==> config.mk <==
export PLATFORM = sky130hd
export DESIGN_NAME = usb_irq_flags
export DESIGN_NICKNAME = d
export VERILOG_FILES = /design/src/rtl/usbirq_pkg.sv /design/src/rtl/usbirq_vbus_sense.sv /design/src/rtl/usbirq_flag_bank.sv /design/src/rtl/usbirq_irq_merge.sv /design/src/rtl/usb_irq_flags.sv
export SDC_FILE = /design/constraint.sdc
export NUM_CORES = 1
export LEC_CHECK = 0
export BUFFER_PORTS_ARGS = -buffer_cell sky130_fd_sc_hd__clkbuf_2
export CAP_MARGIN = 20
export CORE_AREA = 3 3 40 42
export CTS_CLUSTER_SIZE = 16
export DETAILED_ROUTE_END_ITERATION = 8
export DIE_AREA = 0 0 43 45
export PLACE_DENSITY = 0.65
export SLEW_MARGIN = 10
export SYNTH_ARGS = -nofsm -noshare
export SYNTH_HDL_FRONTEND = slang
export SYNTH_SLANG_ARGS = --single-unit
==> constraint.sdc <==
create_clock -name clk -period 1.3 [get_ports clk]
set_clock_uncertainty 0.15 [all_clocks]
set_input_delay 0.13 -clock clk [delete_from_list [all_inputs] [get_ports clk]]
set_output_delay 0.13 -clock clk [all_outputs]
set_load 0.02 [all_outputs]
==> src/rtl/usbirq_pkg.sv <==
package usbirq_pkg;
    localparam int REG_W       = 8;
    localparam int NUM_FLAGS   = 3;
    localparam int BIT_CONN    = 0;
    localparam int BIT_XDONE   = 1;
    localparam int BIT_XREQ    = 2;
    localparam int BIT_VBUS    = 3;
    localparam int SYNC_STAGES = 2;
endpackage

==> src/rtl/usbirq_vbus_sense.sv <==
module usbirq_vbus_sense #(
    parameter int STAGES = 2
) (
    input  logic clk,
    input  logic rst_n,
    input  logic pin,
    output logic level,
    output logic change
);
    typedef struct packed {
        logic [STAGES-1:0] sync;
        logic              prev;
    } sense_t;

    sense_t sense_d, sense_q;

    always_comb begin
        sense_d      = sense_q;
        sense_d.sync = {sense_q.sync[STAGES-2:0], pin};
        sense_d.prev = sense_q.sync[STAGES-1];
    end

    always_ff @(posedge clk or negedge rst_n) begin
        if (!rst_n) sense_q <= '0;
        else        sense_q <= sense_d;
    end

    assign level  = sense_q.sync[STAGES-1];
    assign change = sense_q.sync[STAGES-1] ^ sense_q.prev;
endmodule

==> src/rtl/usbirq_flag_bank.sv <==
module usbirq_flag_bank #(
    parameter int N = 3
) (
    input  logic         clk,
    input  logic         rst_n,
    input  logic [N-1:0] set_evt,
    input  logic         clr_we,
    input  logic [N-1:0] clr_data,
    input  logic         en_we,
    input  logic [N-1:0] en_data,
    output logic [N-1:0] flags,
    output logic [N-1:0] enables
);
    typedef struct packed {
        logic [N-1:0] flags;
        logic [N-1:0] en;
    } bank_t;

    bank_t bank_d, bank_q;

    always_comb begin
        bank_d = bank_q;
        for (int i = 0; i < N; i++) begin
            // a hardware event takes priority over a clearing write
            bank_d.flags[i] = set_evt[i] |
                              (bank_q.flags[i] & ~(clr_we & ~clr_data[i]));
        end
        if (en_we) bank_d.en = en_data;
    end

    always_ff @(posedge clk or negedge rst_n) begin
        if (!rst_n) bank_q <= '0;
        else        bank_q <= bank_d;
    end

    assign flags   = bank_q.flags;
    assign enables = bank_q.en;
endmodule

==> src/rtl/usbirq_irq_merge.sv <==
module usbirq_irq_merge #(
    parameter int N = 3
) (
    input  logic [N-1:0] flags,
    input  logic [N-1:0] enables,
    output logic         irq
);
    logic [N-1:0] terms;

    for (genvar g = 0; g < N; g++) begin : g_term
        assign terms[g] = flags[g] & enables[g];
    end

    assign irq = |terms;
endmodule

==> src/rtl/usb_irq_flags.sv <==
module usb_irq_flags
    import usbirq_pkg::*;
#(
    parameter int ADDR_W    = 2,
    parameter int FLAG_ADDR = 0,
    parameter int EN_ADDR   = 1
) (
    input  logic              clk,
    input  logic              rst_n,
    input  logic              ep_in_nodata,
    input  logic              ep_tx_acked,
    input  logic              vbus_pin,
    input  logic [ADDR_W-1:0] bus_addr,
    input  logic              bus_we,
    input  logic [REG_W-1:0]  bus_wdata,
    output logic [REG_W-1:0]  bus_rdata,
    output logic              irq
);
    logic                 vbus_level;
    logic                 vbus_change;
    logic [NUM_FLAGS-1:0] set_vec;
    logic [NUM_FLAGS-1:0] flag_vec;
    logic [NUM_FLAGS-1:0] en_vec;
    logic                 sel_flag;
    logic                 sel_en;
    logic                 unused_wdata;

    assign sel_flag     = (bus_addr == ADDR_W'(FLAG_ADDR));
    assign sel_en       = (bus_addr == ADDR_W'(EN_ADDR));
    assign unused_wdata = ^bus_wdata[REG_W-1:NUM_FLAGS];

    usbirq_vbus_sense #(.STAGES(SYNC_STAGES)) u_sense (
        .clk    (clk),
        .rst_n  (rst_n),
        .pin    (vbus_pin),
        .level  (vbus_level),
        .change (vbus_change)
    );

    always_comb begin
        set_vec            = '0;
        set_vec[BIT_XREQ]  = ep_in_nodata;
        set_vec[BIT_XDONE] = ep_tx_acked;
        set_vec[BIT_CONN]  = vbus_change;
    end

    usbirq_flag_bank #(.N(NUM_FLAGS)) u_bank (
        .clk      (clk),
        .rst_n    (rst_n),
        .set_evt  (set_vec),
        .clr_we   (bus_we & sel_flag),
        .clr_data (bus_wdata[NUM_FLAGS-1:0]),
        .en_we    (bus_we & sel_en),
        .en_data  (bus_wdata[NUM_FLAGS-1:0]),
        .flags    (flag_vec),
        .enables  (en_vec)
    );

    usbirq_irq_merge #(.N(NUM_FLAGS)) u_merge (
        .flags   (flag_vec),
        .enables (en_vec),
        .irq     (irq)
    );

    always_comb begin
        bus_rdata = '0;
        if (sel_flag) begin
            bus_rdata[NUM_FLAGS-1:0] = flag_vec;
            bus_rdata[BIT_VBUS]      = vbus_level;
        end else if (sel_en) begin
            bus_rdata[NUM_FLAGS-1:0] = en_vec;
        end
    end
endmodule

# ---- Word-level counts from Yosys, hierarchy flattened
# Cells that the tools add are included.
dict set report op_classes {
  reduce_logical 2
  muxes 3
  bitwise 21
  eq_ne 1
}
# cell n
set op_table {}
lappend op_table {{1-bit AND} 11}
lappend op_table {{3-bit 2-to-1 mux} 2}
lappend op_table {{1-bit NOT} 6}
lappend op_table {{1-bit bitwise OR} 3}
lappend op_table {{3-bit OR reduction} 1}
lappend op_table {{2-bit by 1-bit equality test with 1-bit output, second input constant} 1}
lappend op_table {{2-bit logical NOT} 1}
lappend op_table {{1-bit 2-to-1 mux} 1}
lappend op_table {{1-bit bitwise XOR} 1}
dict set report totals {
  word_cells 31
  reg_bits 9
  in_bits 16
  out_inout_bits 9
}

# ---- Depth between registers and ports, before layout
# Gate-level depths: netlist (run 1).
dict set report depth {
  ltp_word 6
  mapped_depth 3
  mapped_depth_nobuf 2
}

# ---- Hierarchy
# A second synthesis (run 1) with hierarchy kept.
dict set report hier_totals {
  hier_cells 36
  area_unflattened_um2 434.2
}
# mod area_each_um2 cells_per_inst instances seq_area_each_um2
set modules_own_cells {}
lappend modules_own_cells {usbirq_flag_bank 225.2 15 1 150.1}
lappend modules_own_cells {usb_irq_flags 111.4 15 1 0.0}
lappend modules_own_cells {usbirq_vbus_sense 83.8 4 1 75.1}
lappend modules_own_cells {usbirq_irq_merge 13.8 2 1 0.0}

# ---- Least setup slack after synthesis (run 1)
# Ideal clock, no wire load.
dict set report synth_timing {
  kind {reg-to-output}
  from {reg u_sense.sense_q (netlist bit u_sense.level)}
  to {out bus_rdata[3]}
  path_buffers 0
  path_stages_with_launch 2
  t_arrival_ps 887
  path_slack_ps 133
  path_cell_list {dfrtp_1 > nor3b_1}
}
dict set report synth_via {
  elab_chain_cells 1
}
# element line
set synth_rtl {}
lappend synth_rtl {{from (decl)} usbirq_vbus_sense.sv:15} ;# sense_t sense_d, sense_q;
lappend synth_rtl {{from (signal assigned)} usbirq_vbus_sense.sv:25} ;# else sense_q <= sense_d;
lappend synth_rtl {{1-bit 2-to-1 mux} usb_irq_flags.sv:67} ;# if (sel_flag) begin
lappend synth_rtl {{to (decl)} usb_irq_flags.sv:16} ;# output logic [REG_W-1:0] bus_rdata,
# No other way between the ends.

# ---- Worst setup path in the final report (run 1)
dict set report layout_timing {
  from {reg u_bank.bank_q (netlist bit u_bank.enables[0])}
  to {out irq}
}
dict set report layout_via {
  elab_chain_cells 2
}
# element line
set layout_rtl {}
lappend layout_rtl {{from (decl)} usbirq_flag_bank.sv:19} ;# bank_t bank_d, bank_q;
lappend layout_rtl {{from (signal assigned)} usbirq_flag_bank.sv:33} ;# else bank_q <= bank_d;
lappend layout_rtl {{1-bit AND} usbirq_irq_merge.sv:11} ;# assign terms[g] = flags[g] & enables[g];
lappend layout_rtl {{3-bit OR reduction} usbirq_irq_merge.sv:14} ;# assign irq = |terms;
lappend layout_rtl {{to (decl)} usb_irq_flags.sv:17} ;# output logic irq
# No other way between the ends.

==> results of run 1 <==
## registers in the layout (all words and copies together), names as in the netlist
register	flops
u_sense.sense_q	1
u_sense.level	1
u_sense.sense_d	1
u_bank.enables	3
u_bank.flags	3
## layout make-up
cell class                 instances  area, µm²  area share (%)
clock buffer                       3       22.5            3.38
clock inverter                     1       5.00           0.752
inverter                           2       7.51            1.13
multi-input combinational         26        194            29.1
sequential                         9        225            33.8
tap                               15       18.8            2.82
timing repair buffer              28        193            28.9
## power by group
| part | internal [mW] | switching, mW |
|---|---|---|
| sequential | 0.306 | 0.0172 |
| combinational | 0.107 | 0.0871 |
| clock | 0.113 | 0.0947 |
| total | 0.527 | 0.199 |
## critical path: cells and delay by family (launching register included)
kind / cells / cell delay [ns]
AOI/OAI and AO/OA: 1 / 0.35
DFF: 1 / 0.39
buffers and inverters: 2 / 0.22
## cell usage after synthesis (2+ instances only)
cell type	count	area, µm²
buf_4	4	30.0
mux2i_1	3	30.0
dfrtp_1	9	225
nor3b_1	2	15.0
mux2_4	3	45.0
nor2_1	7	26.3
a21oi_1	2	10.0
inv_1	2	7.51
## cells by family after synthesis
kind of cell           synth area share, %
AO/OA/AOI/OAI                         5.48
other                                0.821
flip-flops                            49.3
multiplexers                          16.4
AND/OR/NAND/NOR                       15.3
XOR/XNOR                              1.92
buffers and inverters                 10.7
## timing repair
action,4_1_cts,5_1_grt
pin swaps,0,1
gates resized for setup,1,3
endpoints found under the hold margin,15,0
gates cloned,0,0
hold buffers,7,0
setup endpoints to repair,4,5
setup buffers,1,4
## cell usage in the layout, fill, tap and decap left out
master          n
conb_1          4
a222oi_1        1
clkbuf_2       12
buf_2           2
dfrtp_1         9
clkbuf_4        3
a21oi_1         2
o21ai_0         1
xnor2_1         1
inv_1           2
dlygate4sd3_1   7
nor4b_1         1
nor3b_1         2
mux2i_1         3
clkinv_2        1
buf_4           7
nor2_1          7
nand3b_4        1
mux2_4          3
## layer usage
metal / vias up / wire length (µm) / track usage [%]
li1: 185 / - / -
met1: 158 / 403 / 12.0
met2: 19 / 337 / 12.0
met3: 2 / 84 / 2.39
met4: 0 / 13 / 7.23
met5: - / 0 / 0
## worst max path at each step
stage	to	slack, ns	cells past startpoint
floorplan	bus_rdata[3]	0.13	1
CTS	irq	-0.20	3
global placement	irq	0.09	3
global route	irq	-0.24	3
detailed placement	irq	0.09	3
finish	irq	-0.19	3
## stage by stage
| stage | total power [mW] | hold WS, ns | cell area (µm²) |
|---|---|---|---|
| detailed placement | 0.477 | -0.152 | 528 |
| CTS | 0.709 | 0.115 | 636 |
| global placement | 0.475 | -0.155 | 528 |
| floorplan | 0.435 | -0.316 | 468 |
| finish | 0.726 | 0.114 | 666 |
| global route | 0.762 | 0.128 | 666 |
==> impl_metrics.csv, run 1 <==
group,metric,value,unit
outcome,outcome,"complete, but fails checks",
outcome,violations,"setup timing",
pwr,power_density,1090,nW/µm²
setup_path,crit_path_end_kind,"output port",
finish,nNetsFinal,86,
detailed_routing,drcViolationCount,0,
clocking,ctsHtreeMaxLevel,1,
grt,grt_use_total,8.94,%
timing,finalSetupViolCount,2,
finish,fillers,125,
placement,numPlacedInstances,68,
placement,place_ws,0.0870,ns
clocking,cts_max_path_buffers,2,
placement,gp_congestion,0.712,
timing,slew_viol_final,0,
timing,finalHoldViolCount,0,
setup_path,cp.required,1.02,ns
yosys,syn_area,457,µm²
setup_path,critPathMaxStageDelay,0.39,ns
detailed_routing,totalWireLength,838,µm
detailed_routing,viasPerCell,4.33,
setup_path,cp_slowest_cell,"dfrtp_1",
clocking,tritoncts,"done",
yosys,yosysWarnings,0,
setup_path,crit_type,"flop to output port",
timing,fmax,670,MHz
floorplanning,fp.dieArea,1940,µm²
hold_path,hp-class,"input port to asynchronous set/reset pin",
floorplanning,start_util,35.5,%
clocking,clk_latency,0.26,ns
yosys,syn_inst,39,
floorplanning,io_pins,25,
floorplanning,die_w,43,µm
detailed_routing,first_pass_iters,4,
yosys,synth_flop_cell,"dfrtp_1",
setup_path,crit_chain,"a222oi_1 -> inv_1 -> buf_2",
yosys,synth_edf_count,0,
clocking,numCtsBuffers,3,
run,maxCapViolations,0,
timing,tns,-0.279,ns
placement,port_buffers,15,
timing,setup_slack,-0.194,ns
detailed_routing,wl_per_cell,9.98,µm
grt,grt_pass1_vias,303,
grt,grt_overflow,0,
clocking,path_clk_slew,0.06,ns
timing,rsz0062_at_grt,"true",
grt,grt_pass1_wl,1240,µm
finish,syn2layout_area_growth,45.8,%
pwr,leakage,0.344,nW
clocking,cts_root_buf,"clkbuf_4",
floorplanning,placementRows,13,
setup_path,ff2ff_setup_slack,0.26,ns
setup_path,cp-start-kind,"flop",
yosys,synth_seq_cells,9,
finish,final_cells,84,
grt,grt_antenna_before_repair,0,
yosys,syn_area_per_cell,11.7,µm²
detailed_routing,final_antenna_net_count,0,
grt,grt_max_degree,10,
yosys,synth.distinct_cells,15,
finish,drive_above_1_share,42.0,%
setup_path,r2r_end,"u_bank.enables[1]",
floorplanning,die_h,45,µm
timing,fin_crit,1.49,ns
yosys,yosysSeqAreaShare,49.3,%
floorplanning,coreArea,1280,µm²
clocking,clock-sinks,9,
setup_path,worstPathArrival,1.21,ns
pwr,ir_drop,537,µV
setup_path,cp-startpoint,"u_bank.enables[0]",
detailed_routing,via_count,364,
timing,period_share,115,%
setup_path,cp_max_fo,3,
setup_path,r2r_cells,2,
finish,post-route-util,51.8,%
finish,antenna_cells,0,
setup_path,worstReg2RegStart,"u_bank.enables[1]",
placement,dp_hpwl,602,µm
yosys,async_reset_ff_share,100,%
detailed_routing,drt_iter0_drc,6,
No activity file was read; power rests on OpenSTA's default activity.
==> inputs of run 2 (changes only) <==
--- a/config.mk
+++ b/config.mk
@@ -11,7 +11,6 @@
 export CTS_CLUSTER_SIZE = 16
 export DETAILED_ROUTE_END_ITERATION = 8
 export DIE_AREA = 0 0 43 45
-export PLACE_DENSITY = 0.65
 export SLEW_MARGIN = 10
 export SYNTH_ARGS = -nofsm -noshare
 export SYNTH_HDL_FRONTEND = slang
==> run 2 against run 1 <==
The flow still finishes with violations (setup timing). Clock-buffer cell count stayed put. Fmax is 0.76% higher. First-iteration DRC count is 100% higher. Clock power hardly changed. Register-to-register slack hardly changed. Utilization is 1.9 points lower. Sequential share of layout area is 1.3 points higher. Cell count is 4.8% lower. Non-clock buffer count is 4 lower. Routed wire length is 12% higher. Largest cell class unchanged.
==> impl_metrics.csv, run 2 (same netlist as run 1, synthesis figures left out) <==
group,metric,value,unit
clocking,cts_max_path_buffers,2,
floorplanning,start_util,35.5,%
pwr,p_seq_share,46.0,%
placement,placed_area,528,µm²
floorplanning,die_h,45,µm
pwr,power_density,1110,nW/µm²
setup_path,cp.required,1.02,ns
setup_path,ff2ff_setup_slack,0.26,ns
pwr,power_frac_comb,24.4,%
finish,mostFrequentLayoutCell,"clkbuf_2",
pwr,p_int,511,µW
hold_path,hp-class,"input port to asynchronous set/reset pin",
pwr,p_sw,199,µW
floorplanning,io_pins,25,
setup_path,worstPathArrival,1.20,ns
clocking,numCtsBuffers,3,
timing,finalSetupViolCount,2,
finish,antenna_cells,0,
setup_path,path_depth,3,
timing,period_share,114,%
setup_path,r2r_end,"u_bank.enables[1]",
outcome,violations,"setup timing",
clocking,clock-sinks,9,
setup_path,crit_chain,"a222oi_1 -> inv_1 -> buf_2",
timing,fmax,675,MHz
setup_path,r2r_cells,2,
timing,fin_crit,1.48,ns
pwr,p_clk_share,29.6,%
placement,port_buffers,15,
detailed_routing,first_pass_iters,4,
timing,finalHoldViolCount,0,
setup_path,crit_end,"irq",
grt,grt_pass1_wl,1530,µm
detailed_routing,final_antenna_net_count,0,
placement,numPlacedInstances,68,
setup_path,cp-startpoint,"u_bank.enables[0]",
clocking,clk_latency,0.25,ns
run,maxCapViolations,0,
setup_path,crit_type,"flop to output port",
setup_path,worstReg2RegStart,"u_bank.enables[1]",
detailed_routing,drt_iter0_drc,12,
clocking,path_clk_slew,0.06,ns
grt,grt_pass1_vias,361,
clocking,cts_root_buf,"clkbuf_4",
setup_path,cp-start-kind,"flop",
grt,grt_max_degree,10,
floorplanning,die_w,43,µm
placement,gp_congestion,0.734,
detailed_routing,wl_per_cell,11.8,µm
setup_path,crit_family,"flip-flops",
floorplanning,coreArea,1280,µm²
setup_path,cp_max_fo,3,
detailed_routing,drcViolationCount,0,
clocking,ctsHtreeMaxLevel,1,
grt,grt_overflow,0,
detailed_routing,totalWireLength,942,µm
timing,rsz0062_at_grt,"true",
placement,dp_hpwl,665,µm
detailed_routing,viasPerCell,4.63,
setup_path,worst-path-buf-inv,2,
finish,syn2layout_area_growth,40.3,%
detailed_routing,via_count,370,
finish,fillers,124,
finish,fin_area,641,µm²
pwr,ir_drop,482,µV
timing,slew_viol_final,0,
setup_path,cp_slowest_cell,"dfrtp_1",
pwr,switching_share,28.1,%
placement,place_ws,0.0794,ns
floorplanning,placementRows,13,
grt,grt_antenna_before_repair,0,
setup_path,crit_path_end_kind,"output port",
finish,final_cells,80,
finish,layout_common_cells,"clkbuf_2, dfrtp_1, nor2_1, dlygate4sd3_1, conb_1",
floorplanning,fp.dieArea,1940,µm²
finish,nNetsFinal,82,
grt,grt_use_total,11.9,%
timing,setup_slack,-0.182,ns
pwr,power.total,710,µW
setup_path,critPathMaxStageDelay,0.41,ns
clocking,tritoncts,"done",
outcome,outcome,"complete, but fails checks",
pwr,leakage,0.327,nW
finish,drive_above_1_share,40.0,%
run 2: through the flow:
step / hold WS [ns] / util [%] / setup TNS (ns)
CTS: 0.101 / 49.3 / -0.309
finish: 0.107 / 49.9 / -0.251
global placement: -0.149 / 41.1 / 0
global route: 0.104 / 49.9 / -0.578
floorplan: -0.316 / - / 0
detailed placement: -0.156 / 41.1 / 0
run 2: repair_timing:
| item | in CTS | in global routing |
|---|---|---|
| hold buffers | 7 | 0 |
| gates resized for setup | 2 | 4 |
| hold endpoints to repair | 15 | 0 |
| setup buffers | 0 | 1 |
| setup endpoints to repair | 3 | 5 |
run 2: how the worst min path moves through the flow:
| stage | from | slack (ns) | to | cells after the start |
|---|---|---|---|---|
| 2_1_floorplan | rst_n | -0.32 | u_bank.enables[0] | 0 |
| 3_3_place_gp | rst_n | -0.15 | u_bank.enables[0] | 1 |
| 3_5_place_dp | rst_n | -0.16 | u_bank.enables[0] | 1 |
| 4_1_cts | rst_n | 0.10 | u_bank.enables[0] | 2 |
| 5_1_grt | rst_n | 0.10 | u_bank.flags[0] | 2 |
| 6_report | rst_n | 0.11 | u_bank.enables[0] | 2 |
run 2: power by group through the flow:
stage / registers [mW] / clock network, mW / logic (mW)
finish: 0.327 / 0.210 / 0.173
global route: 0.329 / 0.246 / 0.188
CTS: 0.327 / 0.223 / 0.166
detailed placement: 0.333 / 0 / 0.147
global placement: 0.331 / 0 / 0.145
floorplan: 0.326 / 0 / 0.110
run 2: area by class of cell:
cell class | count | area (µm²) | area share [%]
Clock inverter | 1 | 5.00 | 0.781
Multi-Input combinational cell | 26 | 199 | 31.1
Sequential cell | 9 | 225 | 35.2
Inverter | 2 | 7.51 | 1.17
Tap cell | 15 | 18.8 | 2.93
Clock buffer | 3 | 22.5 | 3.52
Timing Repair Buffer | 24 | 163 | 25.4
run 2: layer usage:
| layer | up-vias | track usage (%) | part of all wire [%] |
|---|---|---|---|
| met1 | 167 | 12.4 | 42 |
| met5 | - | 0 | 0 |
| met3 | 4 | 5.98 | 8.1 |
| met4 | 0 | 10.8 | 3.8 |
| li1 | 177 | - | - |
| met2 | 22 | 17.4 | 46 |
==> inputs of run 3 (changes only) <==
--- a/config.mk
+++ b/config.mk
@@ -11,6 +11,7 @@
 export CTS_CLUSTER_SIZE = 16
 export DETAILED_ROUTE_END_ITERATION = 8
 export DIE_AREA = 0 0 43 45
+export REMOVE_ABC_BUFFERS = 1
 export SLEW_MARGIN = 10
 export SYNTH_ARGS = -nofsm -noshare
 export SYNTH_HDL_FRONTEND = slang
==> run 3 against run 2 <==
The run still ends with setup timing left. Flip-flop and latch count stayed put. Die area stayed put. Via count is 0.54% higher. Critical path type unchanged. Utilization is 1.7 points higher.
==> impl_metrics.csv, run 3 (same netlist as run 1, synthesis figures left out) <==
group,metric,value,unit
outcome,outcome,"complete, but fails checks",
outcome,violations,"setup timing",
pwr,switching_share,28.0,%
floorplanning,start_util,35.5,%
finish,layout_common_cells,"clkbuf_2, dfrtp_1, nor2_1, dlygate4sd3_1, buf_4",
grt,grt_max_degree,10,
clocking,clk_latency,0.26,ns
placement,numPlacedInstances,68,
finish,antenna_cells,0,
floorplanning,die_h,45,µm
timing,finalHoldViolCount,0,
setup_path,cp_max_fo,2,
setup_path,cp-start-kind,"flop",
placement,placed_area,528,µm²
pwr,ir_drop,651,µV
detailed_routing,drcViolationCount,0,
clocking,cts_max_path_buffers,2,
pwr,power_frac_comb,25.7,%
setup_path,crit_family,"flip-flops",
setup_path,worstPathArrival,1.23,ns
timing,tns,-0.315,ns
timing,fin_crit,1.51,ns
setup_path,cp_slowest_cell,"dfrtp_1",
floorplanning,io_pins,25,
finish,mostFrequentLayoutCell,"clkbuf_2",
setup_path,crit_type,"flop to output port",
hold_path,hp-class,"input port to asynchronous set/reset pin",
pwr,p_int,526,µW
detailed_routing,drt_iter0_drc,7,
finish,syn2layout_area_growth,44.9,%
clocking,tritoncts,"done",
finish,fin_area,662,µm²
floorplanning,fp.dieArea,1940,µm²
setup_path,critPathMaxStageDelay,0.39,ns
timing,finalSetupViolCount,2,
pwr,leakage,0.339,nW
timing,holdWs,0.0976,ns
floorplanning,coreArea,1280,µm²
grt,grt_antenna_before_repair,0,
pwr,p_sw,205,µW
detailed_routing,final_antenna_net_count,0,
setup_path,worstReg2RegStart,"u_bank.enables[2]",
placement,gp_congestion,0.747,
finish,nNetsFinal,85,
clocking,numCtsBuffers,3,
grt,grt_pass1_vias,329,
timing,rsz0062_at_grt,"true",
pwr,p_seq_share,44.4,%
setup_path,r2r_cells,2,
setup_path,ff2ff_setup_slack,0.26,ns
grt,grt_use_total,10.3,%
clocking,cts_root_buf,"clkbuf_4",
detailed_routing,first_pass_iters,4,
finish,post-route-util,51.5,%
setup_path,r2r_end,"u_bank.enables[2]",
setup_path,crit_path_end_kind,"output port",
detailed_routing,viasPerCell,4.48,
detailed_routing,via_count,372,
timing,fmax,661,MHz
setup_path,cp.required,1.02,ns
clocking,clock-sinks,9,
detailed_routing,wl_per_cell,11.4,µm
pwr,p_clk_share,29.9,%
grt,grt_pass1_wl,1390,µm
setup_path,crit_chain,"a222oi_1 -> inv_1 -> buf_2",
timing,period_share,116,%
placement,port_buffers,15,
timing,setup_slack,-0.213,ns
clocking,ctsHtreeMaxLevel,1,
timing,slew_viol_final,0,
clocking,path_clk_slew,0.06,ns
setup_path,worst-path-buf-inv,2,
finish,drive_above_1_share,41.2,%
run,maxCapViolations,0,
finish,final_cells,83,
floorplanning,placementRows,13,
detailed_routing,totalWireLength,943,µm
floorplanning,die_w,43,µm
pwr,power_density,1100,nW/µm²
grt,grt_overflow,0,
==> run 3: changes by cell type in the layout (fill, tap and decap cells not counted), sizes merged <==
| cell | previous run | this run |
|---|---|---|
| buf | 6 | 10 |
| clkinv | 1 | 0 |
==> run 3: worst register-to-register path, cell delays in order, from the launching register on <==
cell	delay, ns
dfrtp_1	0.39
buf_4	0.14
mux2_4	0.24
==> run 3: layout make-up <==
cell class	count	area, µm²
Sequential cell	9	225
Clock buffer	4	26.3
Multi-Input combinational cell	26	199
Inverter	2	7.51
Tap cell	15	18.8
Fill cell	129	623
Timing Repair Buffer	27	185
==> run 3: metal layers <==
metal  vias to the layer above  GRT usage [%]  wire [µm]  share of wire [%]
met2                        17           15.3        444                 47
met4                         0           7.23          0                  0
met1                       171           11.7        419                 44
li1                        184              -          -                  -
met5                         -              0          0                  0
met3                         0           5.18         79                8.4
==> run 3: worst max path at each step <==
stage                      start            to  slack, ns  cells past startpoint
2_1_floorplan      u_sense.level  bus_rdata[3]       0.13                      1
3_3_place_gp   u_bank.enables[0]           irq       0.09                      3
3_5_place_dp     u_bank.flags[0]           irq       0.08                      3
4_1_cts        u_bank.enables[0]           irq      -0.22                      3
5_1_grt        u_bank.enables[0]           irq      -0.32                      3
6_report       u_bank.enables[0]           irq      -0.21                      3
==> run 3: timing repair <==
item / in CTS / in global routing
hold buffers: 7 / 0
endpoints found under the setup margin: 3 / 5
pin swaps: 0 / 1
hold endpoints to repair: 15 / 0
setup buffers: 1 / 3
resized for setup: 1 / 6
==> run 3: power by group through the flow <==
| stage | registers, mW | logic, mW | clock network (mW) |
|---|---|---|---|
| 2_1_floorplan | 0.326 | 0.0937 | 0 |
| 3_3_place_gp | 0.331 | 0.145 | 0 |
| 3_5_place_dp | 0.332 | 0.146 | 0 |
| 4_1_cts | 0.325 | 0.166 | 0.232 |
| 5_1_grt | 0.328 | 0.203 | 0.241 |
| 6_report | 0.324 | 0.188 | 0.218 |
==> run 3: stage by stage <==
step | setup WS (ns) | total power [mW]
2_1_floorplan | 0.133 | 0.419
3_5_place_dp | 0.0765 | 0.477
3_3_place_gp | 0.0924 | 0.476
4_1_cts | -0.221 | 0.724
5_1_grt | -0.317 | 0.772
6_report | -0.213 | 0.730
